$ cat src/rtl/sleep_wake_pkg.sv
package sleep_wake_pkg;

    typedef enum logic [1:0] {
        ST_AWAKE   = 2'd0,
        ST_ASLEEP  = 2'd1,
        ST_STARTUP = 2'd2,
        ST_RSTHOLD = 2'd3
    } pm_state_e;

    typedef enum logic [1:0] {
        WK_NONE = 2'd0,
        WK_WDT  = 2'd1,
        WK_IRQ  = 2'd2
    } wake_cause_e;

    typedef struct packed {
        pm_state_e state;
        logic      osc_en;
        logic      wdt_clr;
        logic      pd;
        logic      to;
        logic      stall;
        logic      resume;
        logic      vector;
        logic      core_rst;
    } pm_regs_t;

endpackage

$ cat src/rtl/sync_bits.sv
module sync_bits #(
    parameter int                 WIDTH   = 1,
    parameter int                 STAGES  = 2,
    parameter logic [WIDTH-1:0]   RST_VAL = '0
) (
    input  logic             clk,
    input  logic             rst_n,
    input  logic [WIDTH-1:0] din,
    output logic [WIDTH-1:0] dout
);
    logic [WIDTH-1:0] chain_q [STAGES];

    generate
        for (genvar s = 0; s < STAGES; s++) begin : g_stage
            if (s == 0) begin : g_first
                always_ff @(posedge clk or negedge rst_n) begin
                    if (!rst_n) chain_q[s] <= RST_VAL;
                    else        chain_q[s] <= din;
                end
            end else begin : g_next
                always_ff @(posedge clk or negedge rst_n) begin
                    if (!rst_n) chain_q[s] <= RST_VAL;
                    else        chain_q[s] <= chain_q[s-1];
                end
            end
        end
    endgenerate

    assign dout = chain_q[STAGES-1];
endmodule

$ cat src/rtl/wake_detect.sv
module wake_detect
    import sleep_wake_pkg::*;
#(
    parameter int NUM_IRQ = 8
) (
    input  logic [NUM_IRQ-1:0] flag_s,
    input  logic [NUM_IRQ-1:0] irq_en,
    input  logic               wdt_s,
    output logic               irq_pend,
    output wake_cause_e        cause
);
    logic [NUM_IRQ-1:0] armed;

    always_comb begin
        armed    = flag_s & irq_en;
        irq_pend = |armed;
        if (wdt_s)         cause = WK_WDT;
        else if (irq_pend) cause = WK_IRQ;
        else               cause = WK_NONE;
    end
endmodule

$ cat src/rtl/startup_timer.sv
module startup_timer #(
    parameter int STARTUP_CYCLES = 1024
) (
    input  logic clk,
    input  logic rst_n,
    input  logic load,
    output logic done
);
    localparam int CNT_W = $clog2(STARTUP_CYCLES + 1);
    localparam logic [CNT_W-1:0] LOAD_VAL = CNT_W'(STARTUP_CYCLES - 1);

    logic [CNT_W-1:0] cnt_d, cnt_q;
    logic             run_d, run_q;

    always_comb begin
        cnt_d = cnt_q;
        run_d = run_q;
        if (load) begin
            cnt_d = LOAD_VAL;
            run_d = 1'b1;
        end else if (run_q) begin
            if (cnt_q == '0) run_d = 1'b0;
            else             cnt_d = cnt_q - 1'b1;
        end
    end

    always_ff @(posedge clk or negedge rst_n) begin
        if (!rst_n) begin
            cnt_q <= '0;
            run_q <= 1'b0;
        end else begin
            cnt_q <= cnt_d;
            run_q <= run_d;
        end
    end

    assign done = run_q && (cnt_q == '0);
endmodule

$ cat src/rtl/sleep_wake_ctrl.sv
module sleep_wake_ctrl
    import sleep_wake_pkg::*;
#(
    parameter int NUM_IRQ        = 8,
    parameter int SYNC_STAGES    = 2,
    parameter int STARTUP_CYCLES = 1024
) (
    input  logic               clk,
    input  logic               por_n,
    input  logic               sleep_strobe,
    input  logic [NUM_IRQ-1:0] irq_flag,
    input  logic [NUM_IRQ-1:0] irq_en,
    input  logic               gie,
    input  logic               wdt_timeout,
    input  logic               mclr_n,
    output logic               osc_en,
    output logic               wdt_clr,
    output logic               stat_pd,
    output logic               stat_to,
    output logic               core_stall,
    output logic               core_resume,
    output logic               resume_vector,
    output logic               core_rst
);
    localparam int ASYNC_W = NUM_IRQ + 2;

    logic [ASYNC_W-1:0] async_raw, async_s;
    logic [NUM_IRQ-1:0] flag_s;
    logic               wdt_s, mclr_s;
    logic               irq_pend;
    wake_cause_e        cause;
    logic               timer_load, timer_done;
    pm_regs_t           r_d, r_q;

    // flags reset low, watchdog low, reset pin high (released)
    assign async_raw = {mclr_n, wdt_timeout, irq_flag};

    sync_bits #(
        .WIDTH   (ASYNC_W),
        .STAGES  (SYNC_STAGES),
        .RST_VAL ({1'b1, {(ASYNC_W-1){1'b0}}})
    ) u_sync (
        .clk   (clk),
        .rst_n (por_n),
        .din   (async_raw),
        .dout  (async_s)
    );

    assign flag_s = async_s[NUM_IRQ-1:0];
    assign wdt_s  = async_s[NUM_IRQ];
    assign mclr_s = async_s[NUM_IRQ+1];

    wake_detect #(.NUM_IRQ(NUM_IRQ)) u_detect (
        .flag_s   (flag_s),
        .irq_en   (irq_en),
        .wdt_s    (wdt_s),
        .irq_pend (irq_pend),
        .cause    (cause)
    );

    startup_timer #(.STARTUP_CYCLES(STARTUP_CYCLES)) u_timer (
        .clk   (clk),
        .rst_n (por_n),
        .load  (timer_load),
        .done  (timer_done)
    );

    always_comb begin
        r_d        = r_q;
        r_d.wdt_clr = 1'b0;
        r_d.resume = 1'b0;
        timer_load = 1'b0;
        if (!mclr_s) begin
            r_d.state    = ST_RSTHOLD;
            r_d.core_rst = 1'b1;
            r_d.osc_en   = 1'b1;
            r_d.stall    = 1'b0;
        end else begin
            unique case (r_q.state)
                ST_AWAKE: begin
                    // decision is taken on the synchronised view at the strobe
                    if (sleep_strobe && !irq_pend) begin
                        r_d.state   = ST_ASLEEP;
                        r_d.osc_en  = 1'b0;
                        r_d.stall   = 1'b1;
                        r_d.wdt_clr = 1'b1;
                        r_d.pd      = 1'b0;
                        r_d.to      = 1'b1;
                    end
                end
                ST_ASLEEP: begin
                    unique case (cause)
                        WK_WDT: begin
                            r_d.state  = ST_STARTUP;
                            r_d.osc_en = 1'b1;
                            r_d.to     = 1'b0;
                            r_d.vector = 1'b0;
                            timer_load = 1'b1;
                        end
                        WK_IRQ: begin
                            r_d.state  = ST_STARTUP;
                            r_d.osc_en = 1'b1;
                            r_d.vector = gie;
                            timer_load = 1'b1;
                        end
                        default: ;
                    endcase
                end
                ST_STARTUP: begin
                    if (timer_done) begin
                        r_d.state  = ST_AWAKE;
                        r_d.stall  = 1'b0;
                        r_d.resume = 1'b1;
                    end
                end
                ST_RSTHOLD: begin
                    r_d.state    = ST_AWAKE;
                    r_d.core_rst = 1'b0;
                    r_d.vector   = 1'b0;
                end
                default: r_d.state = ST_AWAKE;
            endcase
        end
    end

    always_ff @(posedge clk or negedge por_n) begin
        if (!por_n) begin
            r_q.state    <= ST_AWAKE;
            r_q.osc_en   <= 1'b1;
            r_q.wdt_clr  <= 1'b0;
            r_q.pd       <= 1'b1;
            r_q.to       <= 1'b1;
            r_q.stall    <= 1'b0;
            r_q.resume   <= 1'b0;
            r_q.vector   <= 1'b0;
            r_q.core_rst <= 1'b0;
        end else begin
            r_q <= r_d;
        end
    end

    assign osc_en        = r_q.osc_en;
    assign wdt_clr       = r_q.wdt_clr;
    assign stat_pd       = r_q.pd;
    assign stat_to       = r_q.to;
    assign core_stall    = r_q.stall;
    assign core_resume   = r_q.resume;
    assign resume_vector = r_q.vector;
    assign core_rst      = r_q.core_rst;
endmodule

$ cat config.mk
export PLATFORM = sky130hd
export DESIGN_NAME = sleep_wake_ctrl
export DESIGN_NICKNAME = d
export VERILOG_FILES = /design/src/rtl/sleep_wake_pkg.sv /design/src/rtl/sync_bits.sv /design/src/rtl/wake_detect.sv /design/src/rtl/startup_timer.sv /design/src/rtl/sleep_wake_ctrl.sv
export SDC_FILE = /design/constraint.sdc
export NUM_CORES = 1
export LEC_CHECK = 0
export BUFFER_PORTS_ARGS = -buffer_cell sky130_fd_sc_hd__buf_2
export CORE_UTILIZATION = 30
export CTS_CLUSTER_DIAMETER = 30
export DETAILED_ROUTE_END_ITERATION = 7
export SETUP_SLACK_MARGIN = 0.4
export SYNTH_ARGS = -nofsm -noshare
export SYNTH_HDL_FRONTEND = slang
export SYNTH_SLANG_ARGS = --single-unit
$ cat constraint.sdc
create_clock -name clk -period 3.76 [get_ports clk]
set_clock_uncertainty 0.2 [all_clocks]
set_input_delay 0.752 -clock clk [delete_from_list [all_inputs] [get_ports clk]]
set_output_delay 0.752 -clock clk [all_outputs]
set_load 0.005 [all_outputs]
==> qor.yml, run 1 <==
outcome: "finished clean"
drc: 0
vias: 1089
period_share_pct: 57.7
syn2layout_area_growth_pct: 20.0
tightest_slew_ns: 0.902
fin_area_um2: 1970
grt_pass1_wl_mm: 5.10
boundaryPins: 30
cts_hold_buf: 0
synth_edf_count: 0
globalRouteMet2Util_pct: 17.9
rsz0062_at_grt: "no"
setup-tns-final_ns: 0
hold_class: "flip-flop to flip-flop"
crit_arrival_ns: 2.19
portBuffers: 29
end_kind: "flip-flop"
syn_area_per_cell_um2: 12.1
synth_seq_cells: 42
grt_antenna_before_repair: 0
syn_area_um2: 1640
hp-start: "u_sync.chain_q[14]"
routed_via_density: 4.56
yosysTopAreaCell: "dfrtp_1"
synth-compound-area-share_pct: 9.93
wirelength_mm: 2.90
synth_area_leaders: "dfrtp_1 (57%), dfstp_2 (8.0%), nand2_1 (3.4%), a22oi_1 (1.8%), ha_1 (1.5%)"
use_met1_pct: 16.7
clockPowerShare_pct: 33.4
max-cap-violations: 0
dpl.cell_count: 231
synthCells: 135
drive_above_1_share_pct: 27.2
yosysUniqueCellTypes: 39
synth-simple-area-share_pct: 17.9
cts_root_buffer: "clkbuf_8"
first_pass_iters: 4
combPwrFrac_pct: 14.4
dieWidth_um: 75.9
path_class: "flip-flop to flip-flop"
grtUsageTotal_pct: 12.4
synth_top_family_by_area: "simple AND/OR/NAND/NOR gates"
core_um2: 5170
cts_resized: 0
postCtsSetupRepairBufs: 0
synth_adder_area_share_pct: 1.53
dr.first_iter.drc_count: 75
synth_xor_area_share_pct: 1.60
muxShareOfSynthArea_pct: 1.99
cts_buffers: 5
die_area_um2: 5760
clock_sink_count: 42
yosysWarnings: 0
leakagePower_nw: 0.868
ys_async_sr_fraction_pct: 100
grt_max_degree: 43
post-dp-hpwl_mm: 2.04
clk_pin_slew_ns: 0.08
row_count: 26
worst_ep_required_time_ns: 3.78
worstSkewPairLatency_ns: 0.29
top_usage_layer: "met2"
grt_pass1_vias: 1119
p_switching_w: 0.000281
synthFlopType: "dfrtp_1"
setup_violations: 0
finalPower_w: 0.00105
htree_num_levels: 2
p_int_w: 0.000768
crit_fanout: 8
slew_headroom_pct: 39.8
wl_per_cell_um: 12.1
reg2regPathDepth: 4
num_antenna_cells: 0
r2r-start: "u_timer.cnt_q[7]"
gp_congestion: 0.750
placedInstanceArea_um2: 1860
period_needed_ns: 2.17
p_sw_share_pct: 26.8
nNetsFinal: 192
cp-start-kind: "flip-flop"
finalNonFillerCells: 239
hold_end: "u_sync.dout[4]"
finalHoldViolCount: 0
seq_area_frac_synth_pct: 64.6
synth_top_area_share_pct: 56.5
rrSetupSlack_ns: 1.59
grt_overflow: 0
reg2reg_to: "core_resume"
grt_use_met3_pct: 4.63
powerDensity_nw_per_um2: 534
syn_nets: 159
seq_power_share_pct: 52.2
ir_drop_uv: 219
drv_slew: 0
die_h_um: 75.9
postRouteAntennaNets: 0
fin_util_pct: 38.0
cts_buffer_depth: 2
floorplan.initialDensity_pct: 31.7
cts_tree: "yes"
hold_path_depth: 0
fmax_mhz: 461
## Yosys cell counts (all sizes together) (3+ instances only)
master and number:
dfrtp 37, nand2 15, o21ai 7, dfstp 5, inv 5, nor2 5
nor3 5, a22oi 4, nand3 4, or3 4, and2 3, and3 3
clkbuf 3, nand2b 3, o31ai 3
## critical path: stages, from the launching register on
cell,delay (ns)
dfrtp_1,0.41
or4_4,0.57
or3_1,0.50
nor4_4,0.26
and2_1,0.16
## layout by cell type, fill, tap and decap left out, drive strengths merged, types with 2 or more instances in the layout
cell	n
dfrtp	37
buf	30
nand2	15
o21ai	7
clkbuf	6
inv	5
nor2	5
nor3	5
dfstp	5
a22oi	4
or3	4
nand3	4
nand2b	3
and2	3
and3	3
o31ai	3
nand4	2
a31oi	2
xor2	2
o311ai	2
a21oi	2
ha	2
or4	2
mux2	2
## power groups by stage
stage          clock network [W]  registers [W]  logic (W)
2_1_floorplan                  0       0.000544   0.000109
3_3_place_gp                   0       0.000557   0.000151
3_5_place_dp                   0       0.000556   0.000153
4_1_cts                 0.000363       0.000548   0.000155
5_1_grt                 0.000385       0.000557   0.000174
6_report                0.000350       0.000548   0.000152
## flip-flops by register name (all words and copies together) (netlist names), 2 cells and up
signal,cells
u_sync.chain_q,10
u_sync.dout,10
u_timer.cnt_q,11
r_q,2
## cell families (layout without fill, tap and decap cells)
| logic type | Yosys count | count (layout) |
|---|---|---|
| buffers and inverters | 9 | 43 |
| and+or+nand+nor | 52 | 52 |
| muxes | 3 | 3 |
| xor gates and xnor gates | 3 | 3 |
| AOI/OAI and AO/OA | 24 | 24 |
| adders and majority gates | 2 | 2 |
| DFF | 42 | 42 |
## how the worst max path moves through the flow
| stage | start | endpoint | slack (ns) | depth (start not counted) |
|---|---|---|---|---|
| 6_report | u_timer.cnt_q[7] | core_resume | 1.59 | 4 |
| 3_3_place_gp | irq_en[6] | u_timer.cnt_q[4] | 1.58 | 6 |
| 3_5_place_dp | irq_en[6] | u_timer.cnt_q[4] | 1.58 | 6 |
| 4_1_cts | u_timer.cnt_q[7] | core_resume | 1.58 | 4 |
| 5_1_grt | u_timer.cnt_q[7] | u_timer.cnt_q[7] | 1.47 | 4 |
| 2_1_floorplan | irq_en[0] | u_timer.cnt_q[4] | 1.68 | 5 |
## metal layers
layer / vias to the layer above / wire, µm
li1: 544 / -
met1: 516 / 1410
met2: 24 / 1310
met3: 5 / 134
met4: 0 / 38
met5: - / 0
## per-stage QoR
step / worst slack, ns / hold WS (ns)
finish: 1.59 / 0.149
global route: 1.47 / 0.161
CTS: 1.58 / 0.153
detailed placement: 1.58 / 0.135
global placement: 1.58 / 0.132
floorplan: 1.68 / 0.131
## cell type report
cell class	count	area, µm²
sequential	42	1060
timing repair buffer	30	153
multi-input combinational	84	539
tap	70	87.6
inverter	5	18.8
clock buffer	6	72.6
clock inverter	2	37.5
fill	525	3210
No activity file was read; power rests on OpenSTA's default activity.
==> run 2: changes to the inputs <==
==> constraint.sdc (replaced) <==
create_clock -name clk -period 1.82 [get_ports clk]
set_clock_uncertainty 0.2 [all_clocks]
set_input_delay 0.364 -clock clk [delete_from_list [all_inputs] [get_ports clk]]
set_output_delay 0.364 -clock clk [all_outputs]
set_load 0.005 [all_outputs]
==> run 2 against run 1 <==
Compared with the run above:
- sequential power grew 100%
- setup slack lost 1.8 ns
- highest routed layer unchanged
- total power grew 150%
- wire length grew 24%
- sequential cell count is the same
- fmax grew 9.1%
- die area is the same
- cell count grew 16%
- via count grew 17%
- register-to-register slack lost 1.8 ns
- the run now ends with setup timing left
- critical path depth is the same
==> qor.yml, run 2 (synthesized netlist as in run 1, its figures left out) <==
worst_slack_ns: -0.170  # -1.76 ns
fmax_mhz: 502  # +9.1%
dieWidth_um: 75.9  # unchanged
drv_slew: 0  # unchanged
rsz0062_at_grt: "yes"
vias: 1272  # +17%
drive_above_1_share_pct: 47.8  # +21 points
drc: 0  # unchanged
powerDensity_nw_per_um2: 1050  # +97%
dpl.cell_count: 248  # +7.4%
first_pass_iters: 4  # unchanged
placedInstanceArea_um2: 2020  # +8.8%
dr.first_iter.drc_count: 56  # -25%
grt_antenna_before_repair: 0  # unchanged
routed_via_density: 4.59  # +0.78%
boundaryPins: 30  # unchanged
setup-tns-final_ns: -1.55  # -1.55 ns
post-dp-hpwl_mm: 2.35  # +16%
clk_pin_slew_ns: 0.09  # about the same
end_kind: "flip-flop"
path_class: "flip-flop to flip-flop"
grt_overflow: 0  # unchanged
leakagePower_nw: 1.11  # +28%
period_share_pct: 109  # +52 points
htree_num_levels: 2  # unchanged
fin_util_pct: 48.3  # +10 points
finalNonFillerCells: 277  # +16%
cp-start-kind: "flip-flop"
crit_fanout: 4  # -4
nNetsFinal: 230  # +20%
layout_common_cells: "dfrtp_1 (37), buf_2 (26), buf_4 (22)"
max-cap-violations: 0  # unchanged
grt_pass1_wl_mm: 5.57  # +9.2%
cts_root_buffer: "clkbuf_8"
period_needed_ns: 1.99  # -0.180 ns
worstSkewPairLatency_ns: 0.30  # about the same
cts_tree: "yes"
floorplan.initialDensity_pct: 31.7  # unchanged
slew_headroom_pct: 77.0  # +37 points
ir_drop_uv: 567  # +160%
outcome: "complete, but fails checks"
row_count: 26  # unchanged
largest_register_ffs: 11  # unchanged
wl_per_cell_um: 13.0  # +7.2%
die_h_um: 75.9  # unchanged
clock_sink_count: 42  # unchanged
setup_violations: 14  # +14
postRouteAntennaNets: 0  # unchanged
tightest_slew_ns: 0.345  # -0.558 ns
mostFrequentLayoutCell: "dfrtp_1"
num_antenna_cells: 0  # unchanged
crit_arrival_ns: 2.03  # -0.16 ns
grt_max_degree: 21  # -51%
cts_buffers: 5  # unchanged
finalHoldViolCount: 0  # unchanged
hold_class: "flip-flop to flip-flop"
wirelength_mm: 3.60  # +24%
worst_hold_slack_ns: 0.147  # -0.00147 ns
grt_pass1_vias: 1265  # +13%
cts_buffer_depth: 2  # unchanged
violations: "setup timing"
worst_ep_required_time_ns: 1.86  # -1.92 ns
fin_area_um2: 2500  # +27%
core_um2: 5170  # unchanged
largest_register: "u_timer.cnt_q"
die_area_um2: 5760  # unchanged
portBuffers: 29  # unchanged
gp_congestion: 0.737  # -1.7%
grtUsageTotal_pct: 13.1  # +0.70 points
syn2layout_area_growth_pct: 52.5
run 2: cell type report:
type | instances | area (µm²)
timing repair buffer | 68 | 515
inverter | 5 | 18.8
tap | 70 | 87.6
multi-input combinational | 84 | 702
sequential | 42 | 1060
clock buffer | 7 | 86.3
fill | 458 | 2680
clock inverter | 1 | 30.0
run 2: stage by stage:
stage / power (W) / worst slack [ns]
after floorplan: 0.00137 / -0.113
after global placement: 0.00162 / -0.166
after detailed placement: 0.00162 / -0.207
after CTS: 0.00252 / -0.165
after global routing: 0.00276 / -0.202
final: 0.00262 / -0.170
run 2: worst paths after layout:
path	cells past startpoint	slack (ns)	startpoint	end
setup / recovery	4	-0.17	u_timer.cnt_q[9]	u_timer.cnt_q[1]
hold / removal	0	0.15	u_sync.chain_q[16]	u_sync.dout[6]
setup reg to reg	4	-0.17	u_timer.cnt_q[9]	u_timer.cnt_q[1]
hold reg to reg	0	0.15	u_sync.chain_q[16]	u_sync.dout[6]
max in group asynchronous	3	0.55	por_n	u_sync.chain_q[19]
min in group asynchronous	2	0.34	por_n	resume_vector
run 2: where the power goes:
| group | switching, W | internal [W] | leakage, nW |
|---|---|---|---|
| logic | 0.000323 | 0.000417 | 0.577 |
| clock network | 0.000314 | 0.000447 | 0.0585 |
| registers | 0.0000781 | 0.00104 | 0.474 |
| total | 0.000716 | 0.00191 | 1.11 |
run 2: layer usage:
metal | track usage, % | part of all wire, % | vias up
li1 | - | - | 624
met1 | 17.1 | 46 | 611
met2 | 21.1 | 48 | 32
met3 | 3.70 | 4.7 | 5
met4 | 4.32 | 1.3 | 0
met5 | 0 | 0 | -
run 2: timing repair:
item                                   CTS  global route
setup buffers                            4             6
setup endpoints to repair               25            27
hold buffers                            11             0
endpoints found under the hold margin   23             0
gates resized for setup                 17            17
pin swaps                               11             5
run 2: worst max-delay path, stage by stage (launching register included):
cell and delay, ns:
dfrtp_1 0.38, or4_4 0.57, o41a_1 0.40, mux2_4 0.33
nand2_2 0.06
==> run 3: changes to the inputs <==
==> constraint.sdc (replaced) <==
create_clock -name clk -period 1.8 [get_ports clk]
set_clock_uncertainty 0.2 [all_clocks]
set_input_delay 0.36 -clock clk [delete_from_list [all_inputs] [get_ports clk]]
set_output_delay 0.36 -clock clk [all_outputs]
set_load 0.005 [all_outputs]
==> run 3 against run 2 <==
Compared with the run above:
- the flow still finishes with violations (setup timing)
- clock power down 0.8%
- sequential cell count unchanged
- via count down 0.63%
- die area unchanged
==> qor.yml, run 3 (synthesized netlist as in run 1, its figures left out) <==
outcome: "complete, but fails checks"
violations: "setup timing"
dr.first_iter.drc_count: 47  # -16%
placedInstanceArea_um2: 2000  # -0.87%
tightest_slew_ns: 0.300  # -0.0449 ns
reg2regPathDepth: 5  # +1
seq_power_share_pct: 44.4  # +1.7 points
routed_via_density: 4.65  # +1.2%
num_antenna_cells: 0  # unchanged
setup_violations: 14  # unchanged
postRouteAntennaNets: 0  # unchanged
use_met1_pct: 18.5  # +1.4 points
gp_congestion: 0.757  # +2.7%
top_usage_layer: "met2"
fmax_mhz: 501  # -0.36%
worstSkewPairLatency_ns: 0.29  # about the same
end_kind: "flip-flop"
path_cells: "or4_4, buf_4, nor3_4, mux2_4, and2_1"
clk_pin_slew_ns: 0.08  # about the same
htree_num_levels: 2  # unchanged
max-cap-violations: 0  # unchanged
rrSetupSlack_ns: -0.20  # -0.03 ns
crit_fanout: 5  # +1
nNetsFinal: 226  # -1.7%
wirelength_mm: 3.47  # -3.6%
grt_pass1_vias: 1290  # +2.0%
slew_headroom_pct: 80.0  # +3.0 points
drv_slew: 0  # unchanged
post-dp-hpwl_mm: 2.21  # -6.2%
fin_util_pct: 46.6  # -1.6 points
setup-tns-final_ns: -1.54  # +0.0113 ns
grt_max_degree: 22  # +4.8%
path_class: "flip-flop to flip-flop"
clockPowerShare_pct: 29.8  # +0.7 points
grt_overflow: 0  # unchanged
cts_buffers: 5  # unchanged
cpPeakStageDelay_ns: 0.57  # about the same
slowest_stage: "or4_4"
p_switching_w: 0.000681  # -4.9%
combPwrFrac_pct: 25.7  # -2.6 points
fin_area_um2: 2410  # -3.4%
p_sw_share_pct: 26.9  # -0.44 points
ir_drop_uv: 466  # -18%
row_count: 26  # unchanged
period_share_pct: 111  # +1.6 points
layout_common_cells: "dfrtp_1 (37), buf_2 (26), buf_4 (21)"
vias: 1264  # -0.63%
syn2layout_area_growth_pct: 47.3
worst_ep_required_time_ns: 1.79  # -0.07 ns
cts_root_buffer: "clkbuf_8"
largest_register: "u_timer.cnt_q"
place_ws_ns: -0.224  # -0.0168 ns
cts_buffer_depth: 2  # unchanged
powerDensity_nw_per_um2: 1050  # about the same
cts_tree: "yes"
globalRouteMet2Util_pct: 21.6  # +0.49 points
drc: 0  # unchanged
period_needed_ns: 2.00  # +0.00717 ns
drive_above_1_share_pct: 46.0  # -1.8 points
worst_slack_ns: -0.197  # -0.0272 ns
crit_start: "u_timer.cnt_q[9]"
first_pass_iters: 4  # unchanged
die_h_um: 75.9  # unchanged
hold_class: "flip-flop to flip-flop"
worst_hold_slack_ns: 0.152  # +0.00471 ns
leakagePower_nw: 1.08  # -3.1%
clock_sink_count: 42  # unchanged
core_um2: 5170  # unchanged
grt_use_met3_pct: 3.84  # +0.13 points
reg2reg_to: "u_timer.cnt_q[10]"
wl_per_cell_um: 12.8  # -1.8%
portBuffers: 29  # unchanged
floorplan.initialDensity_pct: 31.7  # unchanged
rsz0062_at_grt: "yes"
dieWidth_um: 75.9  # unchanged
r2r-start: "u_timer.cnt_q[9]"
hp-start: "u_sync.chain_q[15]"
die_area_um2: 5760  # unchanged
cp-endpoint: "u_timer.cnt_q[10]"
largest_register_ffs: 11  # unchanged
grtUsageTotal_pct: 13.9  # +0.81 points
grt_pass1_wl_mm: 5.82  # +4.6%
p_int_w: 0.00185  # -2.8%
crit_arrival_ns: 1.99  # -0.04 ns
grt_antenna_before_repair: 0  # unchanged
cp-start-kind: "flip-flop"
finalHoldViolCount: 0  # unchanged
boundaryPins: 30  # unchanged
mostFrequentLayoutCell: "dfrtp_1"
## run 3: cell count changes in the layout (fill, tap and decap cells not counted), sizes merged
cell | previous run | this run
buf | 57 | 52
## run 3: what timing repair did
action                                 CTS  global route
buffers inserted                         3             3
endpoints found under the hold margin   24             0
pin swaps                               12             6
setup endpoints to repair               26            43
hold buffers                            11             0
gates resized for setup                 19            12
## run 3: critical path: cells and delay by family (launching register included)
family                 cells  cell delay [ns]
buffers and inverters      1             0.16
flip-flops                 1             0.38
multiplexers               1             0.31
AND/OR/NAND/NOR            3             0.84
## run 3: per-stage QoR
stage               std cells  total power, W
floorplan                 135         0.00138
global placement          248         0.00164
detailed placement        248         0.00165
CTS                       269         0.00254
global route              272         0.00268
finish                    272         0.00253
## run 3: how the worst min path moves through the flow
stage / cells past startpoint / to
2_1_floorplan: 0 / core_resume
3_3_place_gp: 0 / u_sync.dout[4]
3_5_place_dp: 1 / u_timer.cnt_q[3]
4_1_cts: 0 / u_sync.dout[8]
5_1_grt: 0 / u_sync.dout[9]
6_report: 0 / u_sync.dout[5]
## run 3: layer usage
metal  share of wire, %  vias up
met5                  0        -
met4                1.6        0
met3                4.3        6
met2                 48       32
met1                 46      607
li1                   -      619
## run 3: area by class of cell
| class | instances | area, µm² |
|---|---|---|
| inverter | 5 | 18.8 |
| fill | 471 | 2760 |
| sequential | 42 | 1060 |
| multi-input combinational | 84 | 674 |
| timing repair buffer | 64 | 462 |
| clock buffer | 6 | 82.6 |
| tap | 70 | 87.6 |
| clock inverter | 1 | 30.0 |
## run 3: power by group through the flow
stage / Clock, W / Sequential [W] / Combinational, W
finish: 0.000756 / 0.00113 / 0.000652
global route: 0.000822 / 0.00114 / 0.000719
CTS: 0.000790 / 0.00112 / 0.000630
detailed placement: 0 / 0.00113 / 0.000516
global placement: 0 / 0.00113 / 0.000509
floorplan: 0 / 0.00114 / 0.000246
